$ cat src/rtl/irqagg_pkg.sv
package irqagg_pkg;

  // Byte offsets of the register words; software depends on these
  localparam logic [7:0] OFF_STAT = 8'h00;
  localparam logic [7:0] OFF_SSET = 8'h04;
  localparam logic [7:0] OFF_SCLR = 8'h08;
  localparam logic [7:0] OFF_MASK = 8'h0C;
  localparam logic [7:0] OFF_MSET = 8'h10;
  localparam logic [7:0] OFF_MCLR = 8'h14;

  typedef enum logic [2:0] {
    SEL_NONE = 3'd0,
    SEL_STAT = 3'd1,
    SEL_SSET = 3'd2,
    SEL_SCLR = 3'd3,
    SEL_MASK = 3'd4,
    SEL_MSET = 3'd5,
    SEL_MCLR = 3'd6
  } reg_sel_e;

endpackage

$ cat src/rtl/irqagg_rstsync.sv
module irqagg_rstsync #(
  parameter int unsigned STAGES = 2
) (
  input  logic clk,
  input  logic arst_n,
  output logic srst_n
);
  localparam int unsigned TOP = STAGES - 1;

  logic [TOP:0] sync_q;
  logic [TOP:0] sync_d;

  always_comb begin
    sync_d = {sync_q[TOP-1:0], 1'b1};
  end

  always_ff @(posedge clk or negedge arst_n) begin
    if (!arst_n) sync_q <= '0;
    else         sync_q <= sync_d;
  end

  assign srst_n = sync_q[TOP];
endmodule

$ cat src/rtl/irqagg_edge.sv
module irqagg_edge #(
  parameter int unsigned NUM_SRC = 32
) (
  input  logic               clk,
  input  logic               rst_n,
  input  logic [NUM_SRC-1:0] src_i,
  output logic [NUM_SRC-1:0] rise_o
);
  logic [NUM_SRC-1:0] prev_q;

  for (genvar i = 0; i < NUM_SRC; i++) begin : g_bit
    always_ff @(posedge clk or negedge rst_n) begin
      if (!rst_n) prev_q[i] <= 1'b0;
      else        prev_q[i] <= src_i[i];
    end
    assign rise_o[i] = src_i[i] & ~prev_q[i];
  end
endmodule

$ cat src/rtl/irqagg_regdec.sv
module irqagg_regdec
  import irqagg_pkg::*;
#(
  parameter int unsigned ADDR_W = 8
) (
  input  logic [ADDR_W-1:0] addr_i,
  output reg_sel_e          sel_o
);
  always_comb begin
    sel_o = SEL_NONE;
    if      (addr_i == ADDR_W'(OFF_STAT)) sel_o = SEL_STAT;
    else if (addr_i == ADDR_W'(OFF_SSET)) sel_o = SEL_SSET;
    else if (addr_i == ADDR_W'(OFF_SCLR)) sel_o = SEL_SCLR;
    else if (addr_i == ADDR_W'(OFF_MASK)) sel_o = SEL_MASK;
    else if (addr_i == ADDR_W'(OFF_MSET)) sel_o = SEL_MSET;
    else if (addr_i == ADDR_W'(OFF_MCLR)) sel_o = SEL_MCLR;
  end
endmodule

$ cat src/rtl/irqagg_bank.sv
module irqagg_bank
  import irqagg_pkg::*;
#(
  parameter int unsigned NUM_SRC = 32
) (
  input  logic               clk,
  input  logic               rst_n,
  input  reg_sel_e           sel_i,
  input  logic               wr_en_i,
  input  logic [NUM_SRC-1:0] wdata_i,
  input  logic [NUM_SRC-1:0] rise_i,
  output logic [NUM_SRC-1:0] status_o,
  output logic [NUM_SRC-1:0] mask_o
);
  logic [NUM_SRC-1:0] status_q, status_d;
  logic [NUM_SRC-1:0] mask_q, mask_d;
  logic [NUM_SRC-1:0] st_set, st_clr, mk_set, mk_clr;
  logic               status_en, mask_en;

  always_comb begin
    st_set = (wr_en_i && sel_i == SEL_SSET) ? wdata_i : '0;
    st_clr = (wr_en_i && sel_i == SEL_SCLR) ? wdata_i : '0;
    mk_set = (wr_en_i && sel_i == SEL_MSET) ? wdata_i : '0;
    mk_clr = (wr_en_i && sel_i == SEL_MCLR) ? wdata_i : '0;
    // a fresh edge overrides an acknowledge of the same bit
    status_d  = (status_q | rise_i | st_set) & ~(st_clr & ~rise_i);
    mask_d    = (mask_q | mk_set) & ~mk_clr;
    status_en = (|rise_i) || (wr_en_i && (sel_i == SEL_SSET || sel_i == SEL_SCLR));
    mask_en   = wr_en_i && (sel_i == SEL_MSET || sel_i == SEL_MCLR);
  end

  always_ff @(posedge clk or negedge rst_n) begin
    if (!rst_n) begin
      status_q <= '0;
      mask_q   <= '1;
    end else begin
      if (status_en) status_q <= status_d;
      if (mask_en)   mask_q   <= mask_d;
    end
  end

  assign status_o = status_q;
  assign mask_o   = mask_q;
endmodule

$ cat src/rtl/irqagg_top.sv
module irqagg_top
  import irqagg_pkg::*;
#(
  parameter int unsigned NUM_SRC = 32,
  parameter int unsigned ADDR_W  = 8
) (
  input  logic               clk,
  input  logic               rst_n,
  input  logic [ADDR_W-1:0]  bus_addr,
  input  logic               bus_wr_en,
  input  logic [NUM_SRC-1:0] bus_wdata,
  input  logic               bus_rd_en,
  output logic [NUM_SRC-1:0] bus_rdata,
  input  logic [NUM_SRC-1:0] src_i,
  output logic               irq_o
);
  logic               rst_s_n;
  reg_sel_e           sel;
  logic [NUM_SRC-1:0] rise;
  logic [NUM_SRC-1:0] status_q;
  logic [NUM_SRC-1:0] mask_q;
  logic [NUM_SRC-1:0] rd_mux, rdata_q;
  logic               irq_q, irq_d;

  irqagg_rstsync #(.STAGES(2)) u_rst (
    .clk    (clk),
    .arst_n (rst_n),
    .srst_n (rst_s_n)
  );

  irqagg_edge #(.NUM_SRC(NUM_SRC)) u_edge (
    .clk    (clk),
    .rst_n  (rst_s_n),
    .src_i  (src_i),
    .rise_o (rise)
  );

  irqagg_regdec #(.ADDR_W(ADDR_W)) u_dec (
    .addr_i (bus_addr),
    .sel_o  (sel)
  );

  irqagg_bank #(.NUM_SRC(NUM_SRC)) u_bank (
    .clk      (clk),
    .rst_n    (rst_s_n),
    .sel_i    (sel),
    .wr_en_i  (bus_wr_en),
    .wdata_i  (bus_wdata),
    .rise_i   (rise),
    .status_o (status_q),
    .mask_o   (mask_q)
  );

  always_comb begin
    unique case (sel)
      SEL_STAT, SEL_SSET, SEL_SCLR: rd_mux = status_q;
      SEL_MASK, SEL_MSET, SEL_MCLR: rd_mux = mask_q;
      default:                      rd_mux = '0;
    endcase
    irq_d = |(status_q & ~mask_q);
  end

  always_ff @(posedge clk or negedge rst_s_n) begin
    if (!rst_s_n) begin
      rdata_q <= '0;
      irq_q   <= 1'b0;
    end else begin
      if (bus_rd_en) rdata_q <= rd_mux;
      irq_q <= irq_d;
    end
  end

  assign bus_rdata = rdata_q;
  assign irq_o     = irq_q;
endmodule

$ cat config.mk
export PLATFORM = sky130hd
export DESIGN_NAME = irqagg_top
export DESIGN_NICKNAME = d
export VERILOG_FILES = /design/src/rtl/irqagg_pkg.sv /design/src/rtl/irqagg_rstsync.sv /design/src/rtl/irqagg_edge.sv /design/src/rtl/irqagg_regdec.sv /design/src/rtl/irqagg_bank.sv /design/src/rtl/irqagg_top.sv
export SDC_FILE = /design/constraint.sdc
export NUM_CORES = 1
export LEC_CHECK = 0
export CAP_MARGIN = 20
export CORE_MARGIN = 2
export CORE_UTILIZATION = 52
export CTS_CLUSTER_SIZE = 30
export DETAILED_ROUTE_END_ITERATION = 8
export GPL_TIMING_DRIVEN = 0
export HOLD_SLACK_MARGIN = 0.08
export MAX_ROUTING_LAYER = met4
export PLACE_DENSITY = 0.8
export SLEW_MARGIN = 20
export SYNTH_ARGS = -nofsm -noshare
export SYNTH_HDL_FRONTEND = slang
export SYNTH_SLANG_ARGS = --single-unit
$ cat constraint.sdc
create_clock -name clk -period 5.46 [get_ports clk]
set_clock_uncertainty 0.15 [all_clocks]
set_input_delay 0.819 -clock clk [delete_from_list [all_inputs] [get_ports clk]]
set_output_delay 0.819 -clock clk [all_outputs]
set_load 0.01 [all_outputs]
==> impl_metrics.py <==
metrics = {
    "drt": {
        "drtIter0Drc": 345,
        "drc": 0,
        "vias": 4229,
        "dr.pass1.iters": 5,
        "routed_via_density": 5.572,
        "antenna_left": 0,
        "wire_per_inst_um": 19.17,
        "drt-total-wl_mm": 14.55,
    },
    "synth": {
        "synth_top_area_share_pct": 43.73,
        "synth_cell_type_count": 29,
        "ys_top_cells_by_area": "dfrtp_1, dfstp_2, o22ai_2",
        "yosys.area_share.simple_pct": 11.82,
        "synth_area_sq_mm": 0.005665,
        "synth-edff-count": 0,
        "synth.most_common_cell": "dfrtp_1",
        "synth_common_cells": "dfrtp_1, inv_1, nand2_1",
        "synth_cells": 477,
        "synth_nets": 553,
        "ys_warn_count": 0,
        "ys_async_sr_fraction_pct": 100.0,
        "ys.flop_type": "dfrtp_1",
        "avgSynthCellArea_sq_um": 11.88,
        "yosysTopAreaCell": "dfrtp_1",
        "synthXorXnorAreaFrac_pct": 0,
        "synth_compound_area_share_pct": 17.58,
        "ys_seq_area_share_pct": 58.57,
        "ys_seq_elements": 131,
        "synth_top_family_by_area": "compound AO/OA/AOI/OAI gates",
        "synthMuxAreaShare_pct": 5.654,
        "yosys.area_share.adder_pct": 0,
    },
    "placement": {
        "hpwl_mm": 9.883,
        "port_buffers": 107,
        "place_congestion": 0.8547,
    },
    "timing": {
        "setup_violations": 0,
        "fin_crit_ns": 2.707,
        "tightestPinTransition_ns": 0.6089,
        "drv_slew": 0,
        "tns_ns": 0,
        "hold_viol": 0,
        "fmax_mhz": 369.4,
        "rsz0062_at_grt": "no",
        "post-route-period-util_pct": 49.58,
        "relSlewSlack_pct": 59.09,
    },
    "final_layout": {
        "fillCellCount": 787,
        "fin_nets": 682,
        "diodes": 0,
        "area_delta_synth_final_pct": 32.35,
        "fin_util_pct": 69.78,
        "drive_above_1_share_pct": 16.96,
    },
    "clock_network": {
        "cts_hold_buf": 1,
        "clk_pin_slew_ns": 0.06,
        "htree_levels": 4,
        "clock_latency_ns": 0.53,
        "ctsResizeCount": 0,
        "cts_tree": "built",
        "cts_buffers": 17,
        "clockRootBuffer": "clkbuf_8",
        "cts_max_path_buffers": 2,
        "clock_sinks": 131,
        "cts_setup_buffers": 0,
    },
    "grt": {
        "grtUsageTotal_pct": 27.20,
        "grt_max_degree": 61,
        "gr-total-overflow": 0,
        "antenna_found_initial": 0,
        "grt_pass1_vias": 4590,
        "grt_pass1_wl_mm": 22.91,
    },
    "critical_path": {
        "crit_path_max_fanout": 10,
        "timing.rr.start": "u_bank.mask_o[24]",
        "crit_arrival_ns": 2.97,
        "cp.required_ns": 5.72,
        "startpoint": "bus_addr[7]",
        "crit_chain": "clkdlybuf4s50_1 -> or4_4 -> nor4_4 -> clkbuf_1 -> and2_1 -> o22ai_2",
        "critPathMaxStageDelay_ns": 0.59,
        "end_kind": "register",
        "start_kind": "input port",
        "crit_slowest_cell": "or4_4",
        "crit_type": "in -> reg",
    },
    "floorplanning": {
        "die_h_um": 108.4,
        "rows": 38,
        "coreArea_sq_mm": 0.01075,
        "ios": 109,
        "initial_core_util_pct": 52.72,
        "fp.dieArea_sq_mm": 0.01175,
        "die_w_um": 108.4,
    },
    "flow_run": {
        "maxCapViolations": 0,
    },
    "power_and_ir_drop": {
        "p_total_mw": 2.211,
        "cellPowerDensity_mw_per_mm2": 294.9,
        "leakagePower_nw": 3.653,
        "vdd_ir_drop_max_uv": 234.6,
    },
    "min_path": {
        "hold_class": "reg -> async",
    },
    "status": {
        "outcome": "finished, final reports clean",
    },
}
-- worst max-delay path, delay by kind of cell --
kind                   cells  cell delay (ns)
AOI/OAI and AO/OA          1             0.07
and+or+nand+nor            3             1.19
buffers and inverters      2             0.88
-- flip-flops by register name (all words and copies together) (netlist names) --
signal / flops
u_rst.sync_q: 2
bus_rdata: 32
u_bank.status_o: 32
u_bank.mask_o: 32
u_edge.prev_q: 32
irq_o: 1
-- kinds of logic (layout without fill, tap and decap cells) --
| group | after synthesis | after routing |
|---|---|---|
| AO/OA/AOI/OAI | 113 | 113 |
| flip-flops | 131 | 131 |
| buffers and inverters | 87 | 229 |
| other | 1 | 1 |
| AND/OR/NAND/NOR | 113 | 113 |
| multiplexers | 32 | 32 |
-- routing by layer --
layer / global-route usage [%] / share of wire [%] / up-vias
li1: - / - / 1912
met1: 33.56 / 42 / 2139
met2: 42.99 / 50 / 156
met3: 7.836 / 6.1 / 22
met4: 9.799 / 1.7 / 0
met5: - / 0 / -
-- worst paths after layout --
path / depth (start not counted) / to / slack, ns
max: 6 / u_bank.status_o[30] / 2.75
min: 0 / u_bank.mask_o[15] / 0.18
max reg2reg: 4 / irq_o / 3.64
min reg2reg: 0 / u_bank.mask_o[15] / 0.18
max in group asynchronous: 1 / u_edge.prev_q[18] / 4.16
min in group clk: 0 / u_rst.sync_q[1] / 0.20
-- power breakdown --
group	total (mW)	switching (mW)	internal (mW)
clock network	1.00	0.399	0.604
registers	1.03	0.0195	1.01
logic	0.175	0.0841	0.0906
-- placed cells by master (no fill, tap or decap), drive strengths merged --
cell / count
a21oi: 32
nand2b: 1
a221o: 32
nor2b: 32
nor3b: 1
nor4: 1
clkinv: 3
nor2: 1
nor4b: 1
dfstp: 32
o21a: 1
mux2i: 32
clkinvlp: 1
clkdlybuf4s50: 107
or3: 1
nand2: 34
buf: 12
a22oi: 16
o22ai: 32
clkbuf: 40
inv: 65
dfrtp: 99
or3b: 1
dlygate4sd3: 1
and2: 32
or4: 2
conb: 1
nor3: 2
nand4: 4
-- cell type report --
type	count	area (sq um)	area share, %
clock inverters	4	22.52	0.3004
plain buffers	22	113.9	1.518
repair buffers	110	1136	15.15
clock buffers	28	495.5	6.608
well taps	140	175.2	2.336
multi-input cells	259	1989	26.53
inverters	65	244.0	3.254
flip-flops and latches	131	3322	44.30
-- metrics by stage --
stage / instances / setup slack (ns) / cell area [sq um] / hold slack [ns]
2_1_floorplan: 477 / 1.446 / 5665 / 0.1812
3_3_place_gp: 724 / 0.1859 / 6912 / 0.1876
3_5_place_dp: 726 / 2.259 / 6970 / 0.02796
4_1_cts: 759 / 2.794 / 7498 / 0.1830
5_1_grt: 759 / 2.708 / 7498 / 0.1882
6_report: 759 / 2.753 / 7498 / 0.1791
Power figures use the tool's default switching activity.
